### config.mk
export PLATFORM = sky130hd
export DESIGN_NAME = limp_home_ctrl
export DESIGN_NICKNAME = d
export VERILOG_FILES = /design/src/rtl/lh_pkg.sv /design/src/rtl/lh_mode_ctrl.sv /design/src/rtl/lh_chan.sv /design/src/rtl/limp_home_ctrl.sv
export SDC_FILE = /design/constraint.sdc
export NUM_CORES = 1
export LEC_CHECK = 0
export BUFFER_PORTS_ARGS = -buffer_cell sky130_fd_sc_hd__buf_2
export CORE_UTILIZATION = 30
export CTS_CLUSTER_DIAMETER = 60
export CTS_CLUSTER_SIZE = 40
export DETAILED_ROUTE_END_ITERATION = 12
export SYNTH_ARGS = -nofsm -noshare
export SYNTH_HDL_FRONTEND = slang
export SYNTH_SLANG_ARGS = --single-unit
export TNS_END_PERCENT = 1
### constraint.sdc
create_clock -name clk -period 1.5 [get_ports clk]
set_input_delay 0.225 -clock clk [delete_from_list [all_inputs] [get_ports clk]]
set_output_delay 0.225 -clock clk [all_outputs]
set_load 0.02 [all_outputs]
### src/rtl/lh_pkg.sv
// Package: shared types for the limp-home controller.
// Assumes: one safe mode at a time; the cause is the only extra state.
package lh_pkg;
    localparam int LH_CODE_W = 2;

    typedef enum logic [1:0] {
        MODE_NORMAL = 2'd0,
        MODE_LH_WD  = 2'd1,
        MODE_LH_PIN = 2'd2
    } lh_mode_e;

    typedef enum logic [1:0] {
        SEL_DI   = 2'b00,
        SEL_HOLD = 2'b01,
        SEL_OFF  = 2'b10,
        SEL_ON   = 2'b11
    } lh_sel_e;

    localparam logic [1:0] CLDN_INDEF = 2'b00;
endpackage

### src/rtl/lh_mode_ctrl.sv
// Module: lh_mode_ctrl
// Tracks the safe-mode state and its cause, the sticky watchdog error and
// the write gate. Assumes all inputs are synchronous to clk. Host-side
// strobes are masked while the logic supply is in undervoltage.
module lh_mode_ctrl
    import lh_pkg::*;
(
    input  logic clk,
    input  logic rst_n,
    input  logic lh_pin,
    input  logic logic_uv,
    input  logic wd_en,
    input  logic wd_timeout,
    input  logic spi_valid,
    input  logic host_wr,
    input  logic stat_clr,
    input  logic fault_rd,
    output logic lh_active,
    output logic lh_enter,
    output logic lh_stat,
    output logic wd_err,
    output logic wr_en
);
    lh_mode_e mode_q, mode_d;
    logic     wd_hit;
    logic     spi_ok, clr_ok, rd_ok;
    logic     wd_err_q;

    assign wd_hit = wd_en & wd_timeout;
    assign spi_ok = spi_valid & ~logic_uv;
    assign clr_ok = stat_clr & ~logic_uv;
    assign rd_ok  = fault_rd & ~logic_uv;

    // Next mode: the pin outranks the watchdog; each cause has its own exit.
    always_comb begin
        mode_d = mode_q;
        unique case (mode_q)
            MODE_NORMAL: begin
                if (lh_pin)      mode_d = MODE_LH_PIN;
                else if (wd_hit) mode_d = MODE_LH_WD;
            end
            MODE_LH_WD: begin
                if (lh_pin)      mode_d = MODE_LH_PIN;
                else if (spi_ok) mode_d = MODE_NORMAL;
            end
            MODE_LH_PIN: begin
                if (!lh_pin && clr_ok) mode_d = MODE_NORMAL;
            end
            default: mode_d = MODE_NORMAL;
        endcase
    end

    // Mode register.
    always_ff @(posedge clk) begin
        if (!rst_n) mode_q <= MODE_NORMAL;
        else        mode_q <= mode_d;
    end

    // Sticky watchdog error: set on timeout, cleared by read once the cause is gone.
    always_ff @(posedge clk) begin
        if (!rst_n)                                  wd_err_q <= 1'b0;
        else if (wd_hit)                             wd_err_q <= 1'b1;
        else if (rd_ok && mode_q != MODE_LH_WD)      wd_err_q <= 1'b0;
    end

    assign lh_active = (mode_q != MODE_NORMAL);
    assign lh_enter  = (mode_q == MODE_NORMAL) && (mode_d != MODE_NORMAL);
    assign lh_stat   = (mode_q == MODE_LH_PIN);
    assign wd_err    = wd_err_q;
    assign wr_en     = host_wr & ~logic_uv & ~lh_active;

    // the status flag rises only after the pin was high.
    a_r2_stat_from_pin: assert property (@(posedge clk) disable iff (!rst_n)
        $rose(lh_stat) |-> $past(lh_pin));
    // a watchdog-caused mode ends on a valid transaction when the pin is low.
    a_r6_wd_exit: assert property (@(posedge clk) disable iff (!rst_n)
        (lh_active && !lh_stat && !lh_pin && spi_valid && !logic_uv) |=> !lh_active);
    // an enabled timeout always leaves the error flag set.
    a_r8_wd_err_set: assert property (@(posedge clk) disable iff (!rst_n)
        (wd_en && wd_timeout) |=> wd_err);
    // no write is accepted during the mode.
    a_r9_no_write: assert property (@(posedge clk) disable iff (!rst_n)
        lh_active |-> !wr_en);
endmodule

### src/rtl/lh_chan.sv
// Module: lh_chan
// One channel: selects the safe-state target, keeps the latch-off and
// indefinite-cooldown holds, and gates the enable and charging outputs.
// Assumes lh_enter is high in the cycle before lh_active first rises.
module lh_chan
    import lh_pkg::*;
(
    input  logic                 clk,
    input  logic                 rst_n,
    input  logic                 lh_active,
    input  logic                 lh_enter,
    input  logic                 di_pin,
    input  logic                 ch_on,
    input  logic [LH_CODE_W-1:0] code,
    input  logic                 latch_en,
    input  logic                 ocp_flt,
    input  logic                 tsd_flt,
    input  logic                 i2t_flt,
    input  logic [1:0]           cldn,
    input  logic                 chg_active,
    output logic                 en,
    output logic                 chg_run
);
    logic held_q, lat_q, i2t_q, tgt;
    logic i2t_set;

    assign i2t_set = i2t_flt && (cldn == CLDN_INDEF);

    // Capture the ON bit up to the entry edge; hold it during the mode.
    always_ff @(posedge clk) begin
        if (!rst_n)          held_q <= 1'b0;
        else if (!lh_active) held_q <= ch_on;
    end

    // Latch-off hold: released on entry, never set in the mode.
    always_ff @(posedge clk) begin
        if (!rst_n)                         lat_q <= 1'b0;
        else if (lh_enter || lh_active)     lat_q <= 1'b0;
        else if ((ocp_flt || tsd_flt) && latch_en) lat_q <= 1'b1;
        else if (!ch_on)                    lat_q <= 1'b0;
    end

    // Indefinite cooldown hold: survives the mode, released by turning the channel off.
    always_ff @(posedge clk) begin
        if (!rst_n)                                  i2t_q <= 1'b0;
        else if (i2t_set)                            i2t_q <= 1'b1;
        else if (!lh_active && !lh_enter && !ch_on)  i2t_q <= 1'b0;
    end

    // Target selection from the safe-state code.
    always_comb begin
        if (!lh_active) tgt = ch_on;
        else begin
            unique case (lh_sel_e'(code))
                SEL_DI:   tgt = di_pin;
                SEL_HOLD: tgt = held_q;
                SEL_OFF:  tgt = 1'b0;
                SEL_ON:   tgt = 1'b1;
                default:  tgt = 1'b0;
            endcase
        end
    end

    assign en      = tgt & ~lat_q & ~i2t_q;
    assign chg_run = chg_active & en;

    // entering the mode always releases a latch-off hold.
    a_r10_release: assert property (@(posedge clk) disable iff (!rst_n)
        $rose(lh_active) |-> !lat_q);
    // an indefinite cooldown hold keeps the channel off.
    a_r11_i2t_off: assert property (@(posedge clk) disable iff (!rst_n)
        $past(i2t_set) |-> !en);
endmodule

### src/rtl/limp_home_ctrl.sv
// Module: limp_home_ctrl (top)
// Safe-state controller for N_CH high-side channels. It joins one mode
// controller to one channel slice per output. Assumes the buses are packed
// with channel c at bits [2c+1:2c] for the 2-bit codes.
module limp_home_ctrl
    import lh_pkg::*;
#(
    parameter int N_CH = 2
) (
    input  logic                      clk,
    input  logic                      rst_n,
    input  logic                      lh_pin,
    input  logic                      logic_uv,
    input  logic                      wd_en,
    input  logic                      wd_timeout,
    input  logic                      spi_valid,
    input  logic                      host_wr,
    input  logic                      stat_clr,
    input  logic                      fault_rd,
    input  logic                      di_pin,
    input  logic [N_CH-1:0]           ch_on,
    input  logic [N_CH*LH_CODE_W-1:0] lh_code,
    input  logic [N_CH-1:0]           latch_en,
    input  logic [N_CH-1:0]           ocp_flt,
    input  logic [N_CH-1:0]           tsd_flt,
    input  logic [N_CH-1:0]           i2t_flt,
    input  logic [N_CH*2-1:0]         cldn_code,
    input  logic [N_CH-1:0]           chg_active,
    output logic [N_CH-1:0]           ch_en,
    output logic [N_CH-1:0]           chg_run,
    output logic                      lh_active,
    output logic                      lh_stat,
    output logic                      wd_err,
    output logic                      wr_en
);
    logic lh_enter;

    lh_mode_ctrl u_mode (
        .clk        (clk),
        .rst_n      (rst_n),
        .lh_pin     (lh_pin),
        .logic_uv   (logic_uv),
        .wd_en      (wd_en),
        .wd_timeout (wd_timeout),
        .spi_valid  (spi_valid),
        .host_wr    (host_wr),
        .stat_clr   (stat_clr),
        .fault_rd   (fault_rd),
        .lh_active  (lh_active),
        .lh_enter   (lh_enter),
        .lh_stat    (lh_stat),
        .wd_err     (wd_err),
        .wr_en      (wr_en)
    );

    for (genvar c = 0; c < N_CH; c++) begin : g_ch
        lh_chan u_ch (
            .clk        (clk),
            .rst_n      (rst_n),
            .lh_active  (lh_active),
            .lh_enter   (lh_enter),
            .di_pin     (di_pin),
            .ch_on      (ch_on[c]),
            .code       (lh_code[c*LH_CODE_W +: LH_CODE_W]),
            .latch_en   (latch_en[c]),
            .ocp_flt    (ocp_flt[c]),
            .tsd_flt    (tsd_flt[c]),
            .i2t_flt    (i2t_flt[c]),
            .cldn       (cldn_code[c*2 +: 2]),
            .chg_active (chg_active[c]),
            .en         (ch_en[c]),
            .chg_run    (chg_run[c])
        );
    end
endmodule

## Word-level counts from Yosys, hierarchy flattened

Index checks and enable logic that the tools add are counted.

- $add $sub $neg: 0
- Multiply operators: 0
- Divide/modulo/power cells: 0
- Order comparisons: 0
- Equality and inequality tests: 11
- Shifts and indexed selects: 0
- Multiplexer cells: 20
- Bitwise logic cells: 19
- Reduce and logical (&&, ||, !) cells: 29

Operator list:

| operator | count |
|---|---|
| bitwise AND 1 bit | 12 |
| two-way mux 1 bit | 12 |
| equality test 2 bit (second input constant) | 5 |
| logical AND 1 bit | 10 |
| zero test 2 bit | 5 |
| two-way mux 2 bit | 5 |
| nonzero test 2 bit | 5 |
| case mux 1 bit (4 select lines) | 2 |
| NOT 1 bit | 7 |
| equality test 2 x 1 -> 1 bit (second input constant) | 3 |
| != test 2 x 1 -> 1 bit (second input constant) | 3 |
| case mux 2 bit (3 select lines) | 1 |
| zero test 1 bit | 5 |
| logical OR 1 bit | 3 |
| OR reduction 2 bit | 1 |

- Register bits after elaboration: 9
- Bits in latches: 0
- RAM bits: 0
- ROM bits: 0
- Bits of input ports: 31
- Output and inout bits: 8
- Word-level logic and storage cells: 87
- Memories kept: 0

## Depth between registers and ports, before layout

Gate-level depths: netlist of the first run.

- Depth in word-level cells: 12
- Depth in mapped cells: 6
- Gate-level depth less buffers: 3

## Modules after synthesis

A second synthesis of the first run with hierarchy kept.

- Cells, all modules: 63
- Area total of the unflattened synthesis: 558.0 µm²

By module, submodules not included:

| module | instances | cells an instance | area an instance (µm²) | seq. area each (µm²) |
|---|---|---|---|---|
| lh_chan | 2 | 21 | 192.7 | 60.1 |
| lh_mode_ctrl | 1 | 21 | 172.7 | 60.1 |

## Least setup slack after synthesis of the first run

OpenSTA, ideal clock, no wires.

- Kind: flip-flop to output port
- Start point: register u_mode.mode_q[1]
- End point: output port wr_en
- Arrival: 1.325 ns
- Setup slack: -0.050 ns
- Stages on the path, launching flop included: 5
- Cells stage by stage: dfxtp_1 > buf_6 > or2_1 > buf_6 > nor3b_1

- Longest elaborated chain between the ends: 3

RTL lines:

| what | line | source |
|---|---|---|
| from (decl) | lh_mode_ctrl.sv:24 | `lh_mode_e mode_q, mode_d;` |
| from (signal assigned) | lh_mode_ctrl.sv:56 | `else mode_q <= mode_d;` |
| nonzero test 2 bit | lh_mode_ctrl.sv:66 | `assign lh_active = (mode_q != MODE_NORMAL);` |
| net lh_active | limp_home_ctrl.sv:31 | `output logic lh_active,` |
| NOT 1 bit | lh_mode_ctrl.sv:70 | `assign wr_en = host_wr & ~logic_uv & ~lh_active;` |
| bitwise AND 1 bit | lh_mode_ctrl.sv:70 |  |
| to (decl) | limp_home_ctrl.sv:34 | `output logic wr_en` |

The timed path passes the listed nets, and every way through them passes these cells.

## Worst setup path after layout of the first run

- Start point: register g_ch[1].u_ch.lat_q
- End point: output port chg_run[1]

- Longest elaborated chain between the ends: 4

RTL lines:

| what | line | source |
|---|---|---|
| from (decl) | lh_chan.sv:24 | `logic held_q, lat_q, i2t_q, tgt;` |
| from (signal assigned) | lh_chan.sv:37 | `if (!rst_n) lat_q <= 1'b0;` |
| from (signal assigned) | lh_chan.sv:38 | `else if (lh_enter \|\| lh_active) lat_q <= 1'b0;` |
| from (signal assigned) | lh_chan.sv:39 | `else if ((ocp_flt \|\| tsd_flt) && latch_en) lat_q <= 1'b1;` |
| NOT 1 bit | lh_chan.sv:64 | `assign en = tgt & ~lat_q & ~i2t_q;` |
| bitwise AND 1 bit (2 in a row) | lh_chan.sv:64 |  |
| bitwise AND 1 bit | lh_chan.sv:65 | `assign chg_run = chg_active & en;` |
| to (decl) | limp_home_ctrl.sv:30 | `output logic [N_CH-1:0] chg_run,` |

No other way between the ends.

==> results of run 1 <==
## synthesized netlist by cell type
cell type / count / area [um^2]
a311oi_2: 2 / 30.03
a21oi_1: 4 / 20.02
dfxtp_1: 9 / 180.2
or3b_1: 2 / 17.52
or2_2: 2 / 12.51
and2b_1: 1 / 7.510
a21boi_1: 2 / 15.01
nor3b_1: 1 / 7.510
or2_1: 1 / 6.260
mux2i_1: 2 / 20.02
nand2b_1: 2 / 12.51
nor2_1: 5 / 18.77
o21ai_0: 7 / 35.03
nor2b_1: 3 / 18.77
a21boi_0: 1 / 7.510
nor3_1: 3 / 15.01
and2_1: 2 / 12.51
a2111o_1: 1 / 11.26
buf_6: 2 / 22.52
nand3_1: 1 / 5.000
buf_4: 4 / 30.03
buf_2: 1 / 5.000
nand2_1: 9 / 33.78
## kinds of logic after synthesis
kind of cell	count (synthesis)	synth area share, %
and+or+nand+nor	32	30.80
DFF	9	33.10
muxes	2	3.678
AOI/OAI and AO/OA	17	21.84
buffers and inverters	7	10.57
## registers in the layout, summed over array words and instances, names as in the netlist
name	cells
g_ch.u_ch.lat_q	2
u_mode.mode_q	2
u_mode.wd_err	1
g_ch.u_ch.i2t_q	2
g_ch.u_ch.held_q	2
## layout make-up
cell class | instances | area share, %
clock buffers | 4 | 3.339
multi-input cells | 51 | 40.22
flip-flops and latches | 9 | 23.21
well taps | 25 | 3.975
repair buffers | 41 | 29.25
## power breakdown
| group | internal [uW] | switching [uW] |
|---|---|---|
| registers | 252 | 5.79 |
| clock network | 102 | 78.6 |
| logic | 94.6 | 86.8 |
| total | 449 | 171 |
## worst max-delay path: cells and delay by family, from the launching register on
family,cells,cell delay (ns)
AND/OR/NAND/NOR,2,0.47
flip-flops,1,0.30
buffers and inverters,1,0.13
AO/OA/AOI/OAI,1,0.21
## worst max path at each step
stage	startpoint	slack, ns	cells past startpoint	end
floorplan	u_mode.mode_q[1]	0.02	6	chg_run[0]
global placement	lh_code[1]	0.03	5	chg_run[0]
detailed placement	lh_code[3]	-0.009	5	chg_run[1]
CTS	u_mode.mode_q[1]	-0.08	5	chg_run[0]
global route	g_ch[0].u_ch.lat_q	-0.15	4	chg_run[0]
finish	g_ch[1].u_ch.lat_q	-0.09	4	chg_run[1]
## per-stage QoR
stage | TNS [ns] | instance area, um^2 | setup slack (ns) | utilization (%) | hold WS (ns)
after detailed placement | -0.009474 | 735.7 | -0.009355 | 43.08 | 0.4416
after floorplan | 0 | 549.3 | 0.01727 | - | 0.3388
after global routing | -0.4439 | 787.0 | -0.1542 | 46.08 | 0.2248
final | -0.1508 | 787.0 | -0.08674 | 46.08 | 0.2097
after global placement | 0 | 735.7 | 0.03223 | 43.08 | 0.4341
after CTS | -0.1726 | 777.0 | -0.08375 | 45.49 | 0.2103
## timing repair
item                       in CTS  in global routing
gates resized for setup         6                  4
pin swaps                       1                  2
hold endpoints to repair        0                  0
setup endpoints to repair       5                  5
## metal layers
metal  GRT usage (%)  wire [um]
met2           21.47        580
met3           2.449         84
met1           17.24        529
met4           2.424          0
met5               0          0
==> flow_metrics.tcl, run 1 <==
set metrics [dict create \
    drt_iter0_drc 3 \
    post-place-cells 126 \
    max_freq_mhz 630.2 \
    skew_ns 0.002106 \
    htree_levels 1 \
    clkLatencyLatePin_ns 0.25 \
    rr_endpoint "g_ch[1].u_ch.i2t_q" \
    path_cells "or2_2 > a311oi_2 > and2_1 > buf_4" \
    cts_tree "built" \
    hp-class "in -> reg" \
    multi_input_area_um2 316.6 \
    r2r_setup_slack_ns 0.31 \
    fillers 168 \
    layout-drive-gt1-share_pct 49.52 \
    setup_viol 2 \
    power_density_mw_per_mm2 787.7 \
    vias 581 \
    syn_inst 67 \
    final_cell_mix "34 x buf_2, 9 x nand2_1, 7 x o21ai_0, 7 x dfxtp_1" \
    leakage_uw 0.0003734 \
    total_power_uw 620.0 \
    antenna_found_initial 0 \
    yosysUniqueCellTypes 23 \
    min_to "g_ch[0].u_ch.i2t_q" \
    grtUsageTotal_pct 12.85 \
    status "complete, but fails checks" \
    grt_pass1_vias 506 \
    cap_violations 0 \
    wl_mm 1.194 \
    min_period_ns 1.587 \
    finalMaxSlewViolations 0 \
    worstHoldStart "i2t_flt[0]" \
    io_pins 39 \
    dp_hpwl_mm 1.002 \
    rsz0062_at_grt "yes" \
    yosys_warnings 0 \
    cpMaxStageDelayCell "or2_2" \
    grt_max_degree 9 \
    worstPathMaxFanout 2 \
    worst_pin_slew_ns 0.2402 \
    register_area_um2 182.7 \
    ir_worst_vdd_uv 495.6 \
    endpoint_kind "primary output" \
    fin_cells 130 \
    postCtsHoldBufs 0 \
    fin_crit_sh_pct 105.8 \
    clkSinkCount 9 \
    violations "setup timing" \
    clk_path_buf_depth 2 \
    synth.ff_latch_count 9 \
    cts-root-buf "clkbuf_4" \
    crit_path_max_incr_delay_ns 0.31 \
    n_antenna_cell 0 \
    grt_overflow 0 \
    min_path_cells 3 \
    fin_ws_ns -0.08674 \
    slew_headroom_pct 83.86 \
    num_rows 15 \
    num-nets-final 137 \
    clk_pin_slew_worst_paths_ns 0.06 \
    finalHoldViolCount 0 \
    drc 0 \
    cts_buffers 3 \
    criticalPathCategory "reg -> out" \
    worst_setup_path_start_kind "register" \
    synth_fp_nets 98 \
    yosysSeqAreaShare_pct 33.10 \
    crit_required_ns 1.27 \
    post_synth.cell_area_avg_um2 8.123 \
    drtPass1Iterations 5 \
    synth.cell_area_um2 544.3 \
    final_antenna_net_count 0 \
    port_buffers 38 \
    post_cts_buffers 0 \
    wl_per_cell_um 9.185 \
    die-area_mm2 0.001989 \
    final_common_cell "buf_2" \
    die_w_um 44.60 \
    gp_congestion 0.7801 \
    area_growth_pct 44.60 \
    fp.coreArea_mm2 0.001708 \
    initial_core_util_pct 31.87 \
    reg2reg_from "u_mode.mode_q[1]" \
    viasPerCell 4.469 \
    die_h_um 44.60 \
    arrival_ns 1.36 \
    grt_pass1_wl_mm 1.980 \
    reg2regPathDepth 4 \
]
(Power assumes the default switching activity.)
==> inputs of run 2 (changes only) <==
- CORE_ASPECT_RATIO: not set -> 1.1
- clock period: 1.5 -> 1.4 ns (I/O delays scaled with it)
==> run 2 against run 1 <==
Compared with the run above:
- total power is 8.0% higher
- core utilization is 1.7 points higher
- the run still ends with setup timing left
- critical endpoint unchanged
- die area hardly changed
- routed wire length is 2.9% higher
- critical path type unchanged
- global-route usage is 0.33 points lower
- clock skew is 0.0032 ns higher
- register-to-register slack worse by 0.15 ns
- first-iteration DRC count grew to 3.3 times the previous value
- design area is 0.79% lower
- critical path depth stayed put
- clock-buffer cell count stayed put
- worst setup slack worse by 0.072 ns
==> flow_metrics.tcl, run 2 (synthesized netlist as in run 1, its figures left out) <==
set metrics [dict create \
    crit_end "chg_run[1]" \
    r2r_setup_slack_ns 0.16 \
    cts_tree "built" \
    place_ws_ns -0.05461 \
    clkSinkCount 9 \
    internal-power_uw 478.9 \
    leakage_uw 0.0003730 \
    cp.depth 4 \
    min_period_ns 1.559 \
    endpoint_kind "primary output" \
    drt_iter0_drc 10 \
    grt_pass1_wl_mm 1.849 \
    cts-root-buf "clkbuf_4" \
    worstPathMaxFanout 2 \
    die-area_mm2 0.001989 \
    skew_ns 0.005292 \
    num_rows 15 \
    clk_pin_slew_worst_paths_ns 0.06 \
    wl_mm 1.229 \
    violations "setup timing" \
    wl_per_cell_um 10.07 \
    setup_viol 5 \
    clkPwrFrac_pct 29.9 \
    setup-tns-final_ns -0.5864 \
    worst_setup_path_start_kind "register" \
    fin_ws_ns -0.1585 \
    slew_headroom_pct 86.48 \
    grt_overflow 0 \
    arrival_ns 1.35 \
    area_growth_pct 43.45 \
    finalHoldViolCount 0 \
    ir_worst_vdd_uv 410.2 \
    placed_area_um2 725.7 \
    die_h_um 46.67 \
    clkLatencyLatePin_ns 0.26 \
    gp_congestion 0.6993 \
    final_common_cell "buf_2" \
    drc 0 \
    port_buffers 38 \
    path_cells "or2_2 > a311oi_2 > and2_1 > buf_4" \
    fin_crit_sh_pct 111.3 \
    layout-drive-gt1-share_pct 51.43 \
    cpMaxStageDelayCell "dfxtp_1" \
    finalMaxSlewViolations 0 \
    die_w_um 42.61 \
    rr_endpoint "g_ch[0].u_ch.i2t_q" \
    cap_violations 0 \
    n_antenna_cell 0 \
    io_pins 39 \
    drtPass1Iterations 4 \
    comb_power_share_pct 28.7 \
    criticalPathCategory "reg -> out" \
    dp_hpwl_um 986 \
    viasPerCell 4.811 \
    antenna_found_initial 0 \
    crit_required_ns 1.19 \
    vias 587 \
    grt_pass1_vias 490 \
    max_freq_mhz 641.6 \
    final_antenna_net_count 0 \
    status "complete, but fails checks" \
    initial_core_util_pct 33.33 \
    seqPwrFrac_pct 41.3 \
    grt_max_degree 9 \
    htree_levels 1 \
    final_cell_mix "35 x buf_2, 9 x nand2_1, 7 x o21ai_0, 7 x dfxtp_1" \
    num-nets-final 137 \
    switching_share_pct 28.46 \
    cts_buffers 3 \
    fin_area_um2 780.7 \
    fin_cells 122 \
    rsz0062_at_grt "yes" \
    power_density_mw_per_mm2 857.5 \
    switchingPower_uw 190.5 \
    fp.coreArea_mm2 0.001633 \
    crit_start "g_ch[1].u_ch.lat_q" \
    reg2reg_from "u_mode.mode_q[1]" \
    post-place-cells 118 \
    clk_path_buf_depth 2 \
    critPathTopFamily "simple AND/OR/NAND/NOR gates" \
    hp-class "in -> reg" \
    crit_path_max_incr_delay_ns 0.31 \
    reg2regPathDepth 4 \
    grtUsageTotal_pct 12.52 \
    path_buf_inv 1 \
    fin_util_pct 47.82 \
    worst_pin_slew_ns 0.2028 \
]
## run 2: what timing repair did
| action | 4_1_cts | 5_1_grt |
|---|---|---|
| hold buffers | 0 | 0 |
| resized for setup | 7 | 3 |
| setup endpoints to repair | 6 | 6 |
| setup buffers | 0 | 0 |
| pin swaps | 0 | 2 |
## run 2: how the worst min path moves through the flow
stage                             from                 end  slack, ns  cells past startpoint
finish                      i2t_flt[1]  g_ch[1].u_ch.i2t_q       0.20                      3
global route                i2t_flt[1]  g_ch[1].u_ch.i2t_q       0.19                      3
CTS                         i2t_flt[1]  g_ch[1].u_ch.i2t_q       0.19                      3
detailed placement  g_ch[0].u_ch.lat_q  g_ch[0].u_ch.lat_q       0.45                      2
global placement    g_ch[1].u_ch.lat_q  g_ch[1].u_ch.lat_q       0.44                      2
floorplan                        rst_n    u_mode.mode_q[1]       0.32                      2
## run 2: layer usage
metal,routed length (um),GRT usage [%],vias to the layer above
li1,-,-,303
met1,564,13.71,264
met2,606,22.77,20
met3,58,2.353,0
met4,0,7.500,0
met5,0,0,-
## run 2: layout make-up
cell class                      instances  area, um^2
Sequential cell                         9       182.7
Clock buffer                            4       26.28
Tap cell                               17       21.27
Fill cell                             175       852.1
Multi-Input combinational cell         51       326.6
Timing Repair Buffer                   41       224.0
## run 2: through the flow
step | total power [uW] | hold WS, ns
floorplan | 406.3 | 0.3238
global placement | 460.5 | 0.4411
detailed placement | 462.7 | 0.4470
CTS | 674.4 | 0.1889
global route | 706.3 | 0.1939
finish | 669.5 | 0.1981
## run 2: worst min-delay path, cell delays in order
cell	delay [ns]
buf_2	0.09
nand2_1	0.05
a21boi_1	0.05
## run 2: power groups by stage
stage	logic, uW	clock network [uW]	registers [uW]
2_1_floorplan	124	0	282
3_3_place_gp	179	0	281
3_5_place_dp	182	0	281
4_1_cts	191	207	276
5_1_grt	210	218	279
6_report	192	200	277
